## config.mk

```make
export PLATFORM = sky130hd
export DESIGN_NAME = dma_req_ctrl
export DESIGN_NICKNAME = d
export VERILOG_FILES = /design/src/rtl/dmarc_pkg.sv /design/src/rtl/dmarc_enable_sel.sv /design/src/rtl/dmarc_dir_status.sv /design/src/rtl/dmarc_arbiter.sv /design/src/rtl/dma_req_ctrl.sv
export SDC_FILE = /design/constraint.sdc
export NUM_CORES = 1
export LEC_CHECK = 0
export BUFFER_PORTS_ARGS = -buffer_cell sky130_fd_sc_hd__buf_2
export CAP_MARGIN = 0
export CORE_MARGIN = 1
export CORE_UTILIZATION = 40
export DETAILED_ROUTE_END_ITERATION = 10
export GPL_TIMING_DRIVEN = 0
export PLACE_DENSITY_LB_ADDON = 0.3
export SYNTH_ARGS = -nofsm -noshare
export SYNTH_HDL_FRONTEND = slang
export SYNTH_HIERARCHICAL = 1
export SYNTH_SLANG_ARGS = --single-unit
export TNS_END_PERCENT = 1
```

## constraint.sdc

```tcl
create_clock -name clk -period 1.6 [get_ports clk]
set_input_delay 0.16 -clock clk [delete_from_list [all_inputs] [get_ports clk]]
set_output_delay 0.16 -clock clk [all_outputs]
set_load 0.01 [all_outputs]
```

## src/rtl/dmarc_pkg.sv

```systemverilog
package dmarc_pkg;

    localparam int NDIR   = 2;
    localparam int DIR_RD = 0;
    localparam int DIR_WR = 1;
    localparam int STS_W  = 2 * NDIR;

    typedef enum logic [1:0] {
        ARB_IDLE = 2'd0,
        ARB_REQ  = 2'd1,
        ARB_BUSY = 2'd2
    } arb_state_e;

    // per-direction sticky status, packed as {abort, count-zero}
    typedef struct packed {
        logic abt;
        logic tc;
    } dir_sts_t;

    function automatic logic [NDIR-1:0] dir_onehot(input logic d);
        logic [NDIR-1:0] v;
        v = '0;
        v[d] = 1'b1;
        return v;
    endfunction

    // choose the winner: alternate when both qualify, else the single one
    function automatic logic pick_dir(input logic [NDIR-1:0] want, input logic last);
        if (want[DIR_RD] && want[DIR_WR])
            return ~last;
        return want[DIR_WR];
    endfunction

endpackage

```

## src/rtl/dmarc_enable_sel.sv

```systemverilog
module dmarc_enable_sel
    import dmarc_pkg::*;
(
    input  logic            mode_addon,
    input  logic [NDIR-1:0] host_en,
    input  logic [NDIR-1:0] ao_en,
    input  logic [NDIR-1:0] fifo_ok,
    input  logic [NDIR-1:0] blocked,
    output logic [NDIR-1:0] want
);

    logic [NDIR-1:0] eff_en;

    generate
        for (genvar d = 0; d < NDIR; d++) begin : g_dir
            always_comb begin
                eff_en[d] = mode_addon ? ao_en[d] : host_en[d];
                want[d]   = eff_en[d] & fifo_ok[d] & ~blocked[d];
            end
        end
    endgenerate

endmodule

```

## src/rtl/dmarc_dir_status.sv

```systemverilog
module dmarc_dir_status
    import dmarc_pkg::*;
(
    input  logic     clk,
    input  logic     rst,
    input  logic     tc_evt,
    input  logic     abt_evt,
    input  logic     clr_tc,
    input  logic     clr_abt,
    output dir_sts_t sts_q
);

    always_ff @(posedge clk) begin
        if (rst) begin
            sts_q <= '0;
        end else begin
            // a new event wins over a clear in the same cycle
            sts_q.tc  <= tc_evt  | (sts_q.tc  & ~clr_tc);
            sts_q.abt <= abt_evt | (sts_q.abt & ~clr_abt);
        end
    end

endmodule

```

## src/rtl/dmarc_arbiter.sv

```systemverilog
module dmarc_arbiter
    import dmarc_pkg::*;
(
    input  logic            clk,
    input  logic            rst,
    input  logic [NDIR-1:0] want,
    input  logic            bus_gnt,
    input  logic            xact_done,
    output logic            bus_req,
    output logic [NDIR-1:0] start
);

    arb_state_e state_q;
    logic       cur_q;
    logic       last_q;

    always_ff @(posedge clk) begin
        if (rst) begin
            state_q <= ARB_IDLE;
            cur_q   <= 1'b0;
            last_q  <= 1'b1;
            start   <= '0;
        end else begin
            start <= '0;
            unique case (state_q)
                ARB_IDLE: begin
                    if (|want) begin
                        cur_q   <= pick_dir(want, last_q);
                        state_q <= ARB_REQ;
                    end
                end
                ARB_REQ: begin
                    if (!want[cur_q]) begin
                        state_q <= ARB_IDLE;
                    end else if (bus_gnt) begin
                        start   <= dir_onehot(cur_q);
                        last_q  <= cur_q;
                        state_q <= ARB_BUSY;
                    end
                end
                ARB_BUSY: begin
                    if (xact_done)
                        state_q <= ARB_IDLE;
                end
                default: state_q <= ARB_IDLE;
            endcase
        end
    end

    assign bus_req = (state_q != ARB_IDLE);

endmodule

```

## src/rtl/dma_req_ctrl.sv

```systemverilog
module dma_req_ctrl
    import dmarc_pkg::*;
(
    input  logic             clk,
    input  logic             rst,
    input  logic             mode_addon,
    input  logic             host_cfg_wr_req,
    input  logic             local_cfg_wr_req,
    output logic             host_cfg_wr_ok,
    output logic             local_cfg_wr_ok,
    input  logic             host_ctl_we,
    input  logic [NDIR-1:0]  host_ctl_en,
    input  logic [NDIR-1:0]  ao_en,
    input  logic [NDIR-1:0]  fifo_ok,
    input  logic [NDIR-1:0]  tc_hit,
    input  logic [NDIR-1:0]  tgt_abort,
    input  logic [NDIR-1:0]  mst_abort,
    input  logic             xact_done,
    input  logic             bus_gnt,
    output logic             bus_req,
    output logic [NDIR-1:0]  start,
    input  logic             sts_clr_we,
    input  logic [STS_W-1:0] sts_clr,
    output logic [STS_W-1:0] sts,
    output logic             host_irq,
    output logic             local_irq
);

    logic [NDIR-1:0] host_en_q;
    logic [NDIR-1:0] blocked;
    logic [NDIR-1:0] want;
    dir_sts_t        dsts [NDIR];

    // host enable pair: changes only on an explicit write
    always_ff @(posedge clk) begin
        if (rst)
            host_en_q <= '0;
        else if (host_ctl_we)
            host_en_q <= host_ctl_en;
    end

    generate
        for (genvar d = 0; d < NDIR; d++) begin : g_sts
            dmarc_dir_status u_sts (
                .clk     (clk),
                .rst     (rst),
                .tc_evt  (tc_hit[d]),
                .abt_evt (tgt_abort[d] | mst_abort[d]),
                .clr_tc  (sts_clr_we & sts_clr[2*d]),
                .clr_abt (sts_clr_we & sts_clr[2*d+1]),
                .sts_q   (dsts[d])
            );
            assign sts[2*d]   = dsts[d].tc;
            assign sts[2*d+1] = dsts[d].abt;
            assign blocked[d] = dsts[d].abt;
        end
    endgenerate

    dmarc_enable_sel u_en (
        .mode_addon (mode_addon),
        .host_en    (host_en_q),
        .ao_en      (ao_en),
        .fifo_ok    (fifo_ok),
        .blocked    (blocked),
        .want       (want)
    );

    dmarc_arbiter u_arb (
        .clk       (clk),
        .rst       (rst),
        .want      (want),
        .bus_gnt   (bus_gnt),
        .xact_done (xact_done),
        .bus_req   (bus_req),
        .start     (start)
    );

    always_comb begin
        host_cfg_wr_ok  = host_cfg_wr_req  & ~mode_addon;
        local_cfg_wr_ok = local_cfg_wr_req &  mode_addon;
        host_irq        = (|sts) & ~mode_addon;
        local_irq       = (|sts) &  mode_addon;
    end

endmodule

```

* After elaboration in Yosys (flattened, before gate mapping)
Index checks and enable logic that the tools add are counted.
** Storage, ports and cells
- Bits in registers :: 12
- Input port bits :: 25
- Output and inout port bits :: 11
- Word-level logic and storage cells :: 76
** Operators by class
- Magnitude comparators :: 2
- Equality and inequality tests :: 5
- Multiplexer cells :: 17
- Bitwise gates (word level) :: 33
- Reductions and logical operators :: 10
** Operators by type and width (number)
- 1-bit AND :: 16
- 1-bit two-way mux :: 11
- 1-bit NOT :: 11
- 2-bit two-way mux :: 4
- 4-bit OR reduction :: 2
- 1-bit OR :: 6
- 2-bit one-hot mux with 3 select lines :: 1
- 3-bit AND reduction :: 2
- 3-bit inequality test, second input constant :: 1
- 2-bit by 1-bit equality test with 1-bit output, second input constant :: 1
- 2-bit equality test, second input constant :: 1
- 1-bit logical AND :: 2
- 2-bit logical NOT :: 1
- 1-bit by 2-bit less-than comparator with 1-bit output, second input constant :: 1
- 2-bit by 1-bit inequality test with 1-bit output, second input constant :: 1
- 2-bit inequality test, second input constant :: 1
- 2-bit AND reduction :: 1
- 2-bit nonzero test :: 1
- 2-bit OR reduction :: 1
- 1-bit demux with 1-bit select :: 1
- 1-bit greater-or-equal comparator, second input constant :: 1

* Logic depth before layout (Yosys ltp)
- Depth after elaboration :: 9
- Gate-level depth with buffers :: 5
- Mapped depth without buffers :: 5

* Hierarchy
Netlist, hierarchy kept.
** By module, submodules not included
- dmarc_arbiter :: instances 1, cells each 28, area an instance 242.7 um2
- dma_req_ctrl :: instances 1, cells each 17, area an instance 140.1 um2
- dmarc_dir_status :: instances 2, cells each 8, area an instance 70.1 um2
- dmarc_enable_sel :: instances 1, cells each 4, area an instance 45.0 um2

* Worst setup path before layout
OpenSTA, ideal clock, no wires.
- Kind :: register -> register
- Start :: reg g_sts[1].u_sts/sts_q[1] (netlist name)
- End :: reg u_arb.state_q[1]
- Library setup time :: 0.070 ns
- Arrival time :: 1.145 ns
- Slack :: 0.386 ns
- Stages on the path, launching flop included :: 5
- Path buffers :: 0
- Period minus slack after synthesis :: 1.214 ns
- Cells stage by stage :: dfxtp_1 > nor3b_2 > mux2i_1 > or3_1 > a21oi_1
** On the way
- Longest elaborated chain between the ends :: 6
- Elaborated cells between the ends (all ways) :: 10
- Those cells by class :: 2 x eq/ne; 4 x mux; 2 x bitwise; 2 x reduce/logical
** RTL lines
- from (decl) :: line dmarc_dir_status.sv:10 : output dir_sts_t sts_q
- 1-bit NOT * :: line dmarc_enable_sel.sv:18 : want[d] = eff_en[d] & fifo_ok[d] & ~blocked[d];
- 1-bit AND * :: line dmarc_enable_sel.sv:18
- net want[1] :: line dma_req_ctrl.sv:31 : logic [NDIR-1:0] want;
- 1-bit two-way mux (implied by the code) (2 in a row) :: line dmarc_arbiter.sv:33 : if (!want[cur_q]) begin
- 3-bit inequality test (no line) / 2-bit two-way mux (equally long branches)
- 3-bit AND reduction (no line) / 2-bit one-hot mux with 3 select lines (equally long branches)
- to (signal assigned) :: line dmarc_arbiter.sv:34 : state_q <= ARB_IDLE;
- to (signal assigned) :: line dmarc_arbiter.sv:38 : state_q <= ARB_BUSY;
- to (signal assigned) :: line dmarc_arbiter.sv:43 : state_q <= ARB_IDLE;
- to (decl) :: line dmarc_arbiter.sv:13 : arb_state_e state_q;
The timed path passes the listed nets; every way through them passes the cells marked *. The select of a mux whose other input is x is not followed.
A chain may end at the register's enable or synchronous reset.

* Worst setup path after layout
- Start :: reg host_en_q[1]
- End :: reg u_arb.state_q[1]
** On the way
- Longest elaborated chain between the ends :: 7
- Elaborated cells between the ends (all ways) :: 11
- Those cells by class :: 2 x eq/ne; 5 x mux; 2 x bitwise; 2 x reduce/logical
** RTL lines
- from (decl) :: line dma_req_ctrl.sv:29 : logic [NDIR-1:0] host_en_q;
- from (signal assigned) :: line dma_req_ctrl.sv:39 : host_en_q <= host_ctl_en;
- 1-bit two-way mux * :: line dmarc_enable_sel.sv:17 : eff_en[d] = mode_addon ? ao_en[d] : host_en[d];
- 1-bit AND * (2 in a row) :: line dmarc_enable_sel.sv:18
- net want[1] :: line dma_req_ctrl.sv:31
- 1-bit two-way mux (implied by the code) (2 in a row) :: line dmarc_arbiter.sv:33
- 3-bit inequality test (no line) / 2-bit two-way mux (equally long branches)
- 3-bit AND reduction (no line) / 2-bit one-hot mux with 3 select lines (equally long branches)
Marked as above.

==> out/summary.txt <==
Rows = 13
Largest family of logic cells by synthesized area = simple AND/OR/NAND/NOR gates
Layout area overhead = 38.1%
IO buf count = 35
Post-Synth Simple-Gate Area = 33.3%
Max-slew violation count = 0
Seq/Total Area, Yosys = 42.3%
Synthesized area = 568 um2
Initial antenna violation count = 0
Worst Setup Path Type = reg2reg
Overall routed net length = 1100 um
RSZ-0062 raised after global routing = false
Switching power = 0.148 mW
CTS sink count = 12
Root buffer cell = clkbuf_4
XOR/XNOR Fraction of Synth Area = 0%
Mux share of post-synthesis cell area = 8.81%
Skew final = 0.00124 ns
Post-Syn Instances = 65
Post-route clock period utilization = 83.9%
Initial DRC count = 9
Worst hold path class = in2reg
Core area = 0.00132 mm2
GRT overflow = 0
Register share of total power = 53.7%
CTS buffer count = 3
R2R setup slack = 0.26 ns
H-Tree Depth = 1
IO Pins = 36
CP arrival = 1.54 ns
Final min period = 1.34 ns
Avg WL per Cell = 9.32 um
Max Freq = 745 MHz
Worst-Skew Late Latency = 0.26 ns
Slew HR = 81.2%
Setup_tns = 0 ns
DRT Pass-1 Iters = 3
Post-CTS Setup Bufs = 0
DR top layer = met3
Warnings, synthesis = 6
Starting Density = 43.1%
Post-cts sizing count = 0
Static Leak = 0.387 nW
Detail Route Antenna Nets = 0
Setup violators final = 0
Final Hold Vio Count = 0
CTS Hold Buffers Added = 0
Crit start category = flip-flop
VDD IR-drop max = 0.000518 V
Post-DP HPWL = 891 um
Vias in the first global route = 464
Routability cong. = 0.752
Total Power = 0.607 mW
Total Die Area = 0.00157 mm2
Fin nets = 130
P_int = 0.459 mW
WP data required = 1.79 ns
Adder-cell area share of the yosys netlist = 0%
DP Area = 762 um2
Status = completed
DIE WIDTH = 39.7 um
Fill cells = 123
Chip height = 39.7 um
Syn_nets = 90
M1 wire length = 520 um
WL met2 = 488 um
DRC = 0
Total number of vias = 552
Commonest non-fill, non-tap cell in the layout = buf_2
Clock network power share = 28.5%
First-pass GRT wire length = 1770 um
Vias per inst = 4.68
Total track usage = 16.9%
Clock transition at the registers of the reported paths = 0.07 ns
Sw Share = 24.4%
Max FO, Critical Path = 4
CP endpoint kind = flip-flop
Post-synthesis register bit count = 12
Avg Cell Area, Syn = 8.74 um2
Pin slew with the least headroom to its limit = 0.281 ns
Final instance area = 785 um2
Distinct cells, synth = 20
CTS tree = built
Met3 WL = 90 um
Most frequent cells in the layout = buf_2 (35), dfxtp_1 (12), a21oi_1 (7)
Synth Area in Compound Gates = 12.3%
Comb power frac = 17.8%
Clock Tree Buf Depth = 2
Number of max-cap violations = 0
Share of cells above drive strength 1 = 43.7%
Largest net degree at the start of global routing = 13
Pwr/cell area = 774 mW/mm2
# diodes = 0
[logic make-up after synthesis]
logic type      Yosys count
simple gates             31
compound gates           12
flops                    12
mux                       5
buf+inv                   5
[registers in the layout (all words and copies together), names as in the netlist]
signal             flops
g_sts.u_sts/sts_q      4
host_en_q              2
u_arb/cur_q            1
u_arb/last_q           1
u_arb/start            2
u_arb/state_q          2
[power by group through the flow]
stage                     Sequential, mW  Clock [mW]  Combinational (mW)
final                              0.326       0.173               0.108
after global placement             0.332           0               0.107
after detailed placement           0.333           0               0.109
after floorplan                    0.334           0              0.0521
after CTS                          0.326       0.178               0.110
after global routing               0.328       0.192               0.123
[through the flow]
stage	hold WS [ns]	util [%]	setup slack, ns	cells
2_1_floorplan	0.229	-	0.386	65
3_3_place_gp	0.396	57.8	0.238	115
3_5_place_dp	0.404	57.8	0.233	115
4_1_cts	0.126	59.5	0.259	118
5_1_grt	0.125	59.5	0.132	118
6_report	0.130	59.5	0.257	118
[layout make-up]
cell class | count | area (um2) | area share, %
Tap cell | 15 | 18.8 | 2.39
Clock buffer | 3 | 22.5 | 2.87
Multi-Input combinational cell | 48 | 309 | 39.4
Timing Repair Buffer | 35 | 175 | 22.3
Sequential cell | 12 | 240 | 30.6
Inverter | 5 | 18.8 | 2.39
[critical path: stages, from the launching register on]
cell	delay (ns)
dfxtp_1	0.33
mux2i_1	0.08
nor3b_2	0.28
mux2i_1	0.14
or3_1	0.32
a21oi_1	0.14
[path summary, 6_finish.rpt]
| kind | start | endpoint | cells past startpoint |
|---|---|---|---|
| setup / recovery | host_en_q[1] | u_arb/state_q[1] | 5 |
| hold / removal | tc_hit[0] | g_sts[0].u_sts/sts_q[0] | 3 |
| setup reg to reg | host_en_q[1] | u_arb/state_q[1] | 5 |
| hold reg to reg | host_en_q[0] | host_en_q[0] | 2 |
[Yosys cell counts (all sizes together)]
library cell  instances  share of area [%]
a211oi                1                1.3
a21oi                 7                6.2
and2                  5                5.5
dfxtp                12                 42
inv                   5                3.3
mux2i                 5                8.8
nand2                 4                2.6
nand2b                4                4.4
nand3b                1                1.3
nor2                  5                3.3
nor2b                 2                2.2
nor3                  2                1.8
nor3b                 2                4.4
nor4                  2                3.3
o211ai                1                1.3
o21ai                 2                1.8
o22a                  1                1.8
or2                   3                3.3
or3                   1                1.1
[per-layer routing]
layer / vias to the layer above / GRT usage, %
met4: 0 / 5.17
li1: 299 / -
met3: 0 / 7.39
met1: 233 / 19.2
met5: - / 0
met2: 20 / 27.9
Power figures use the tool's default switching activity.
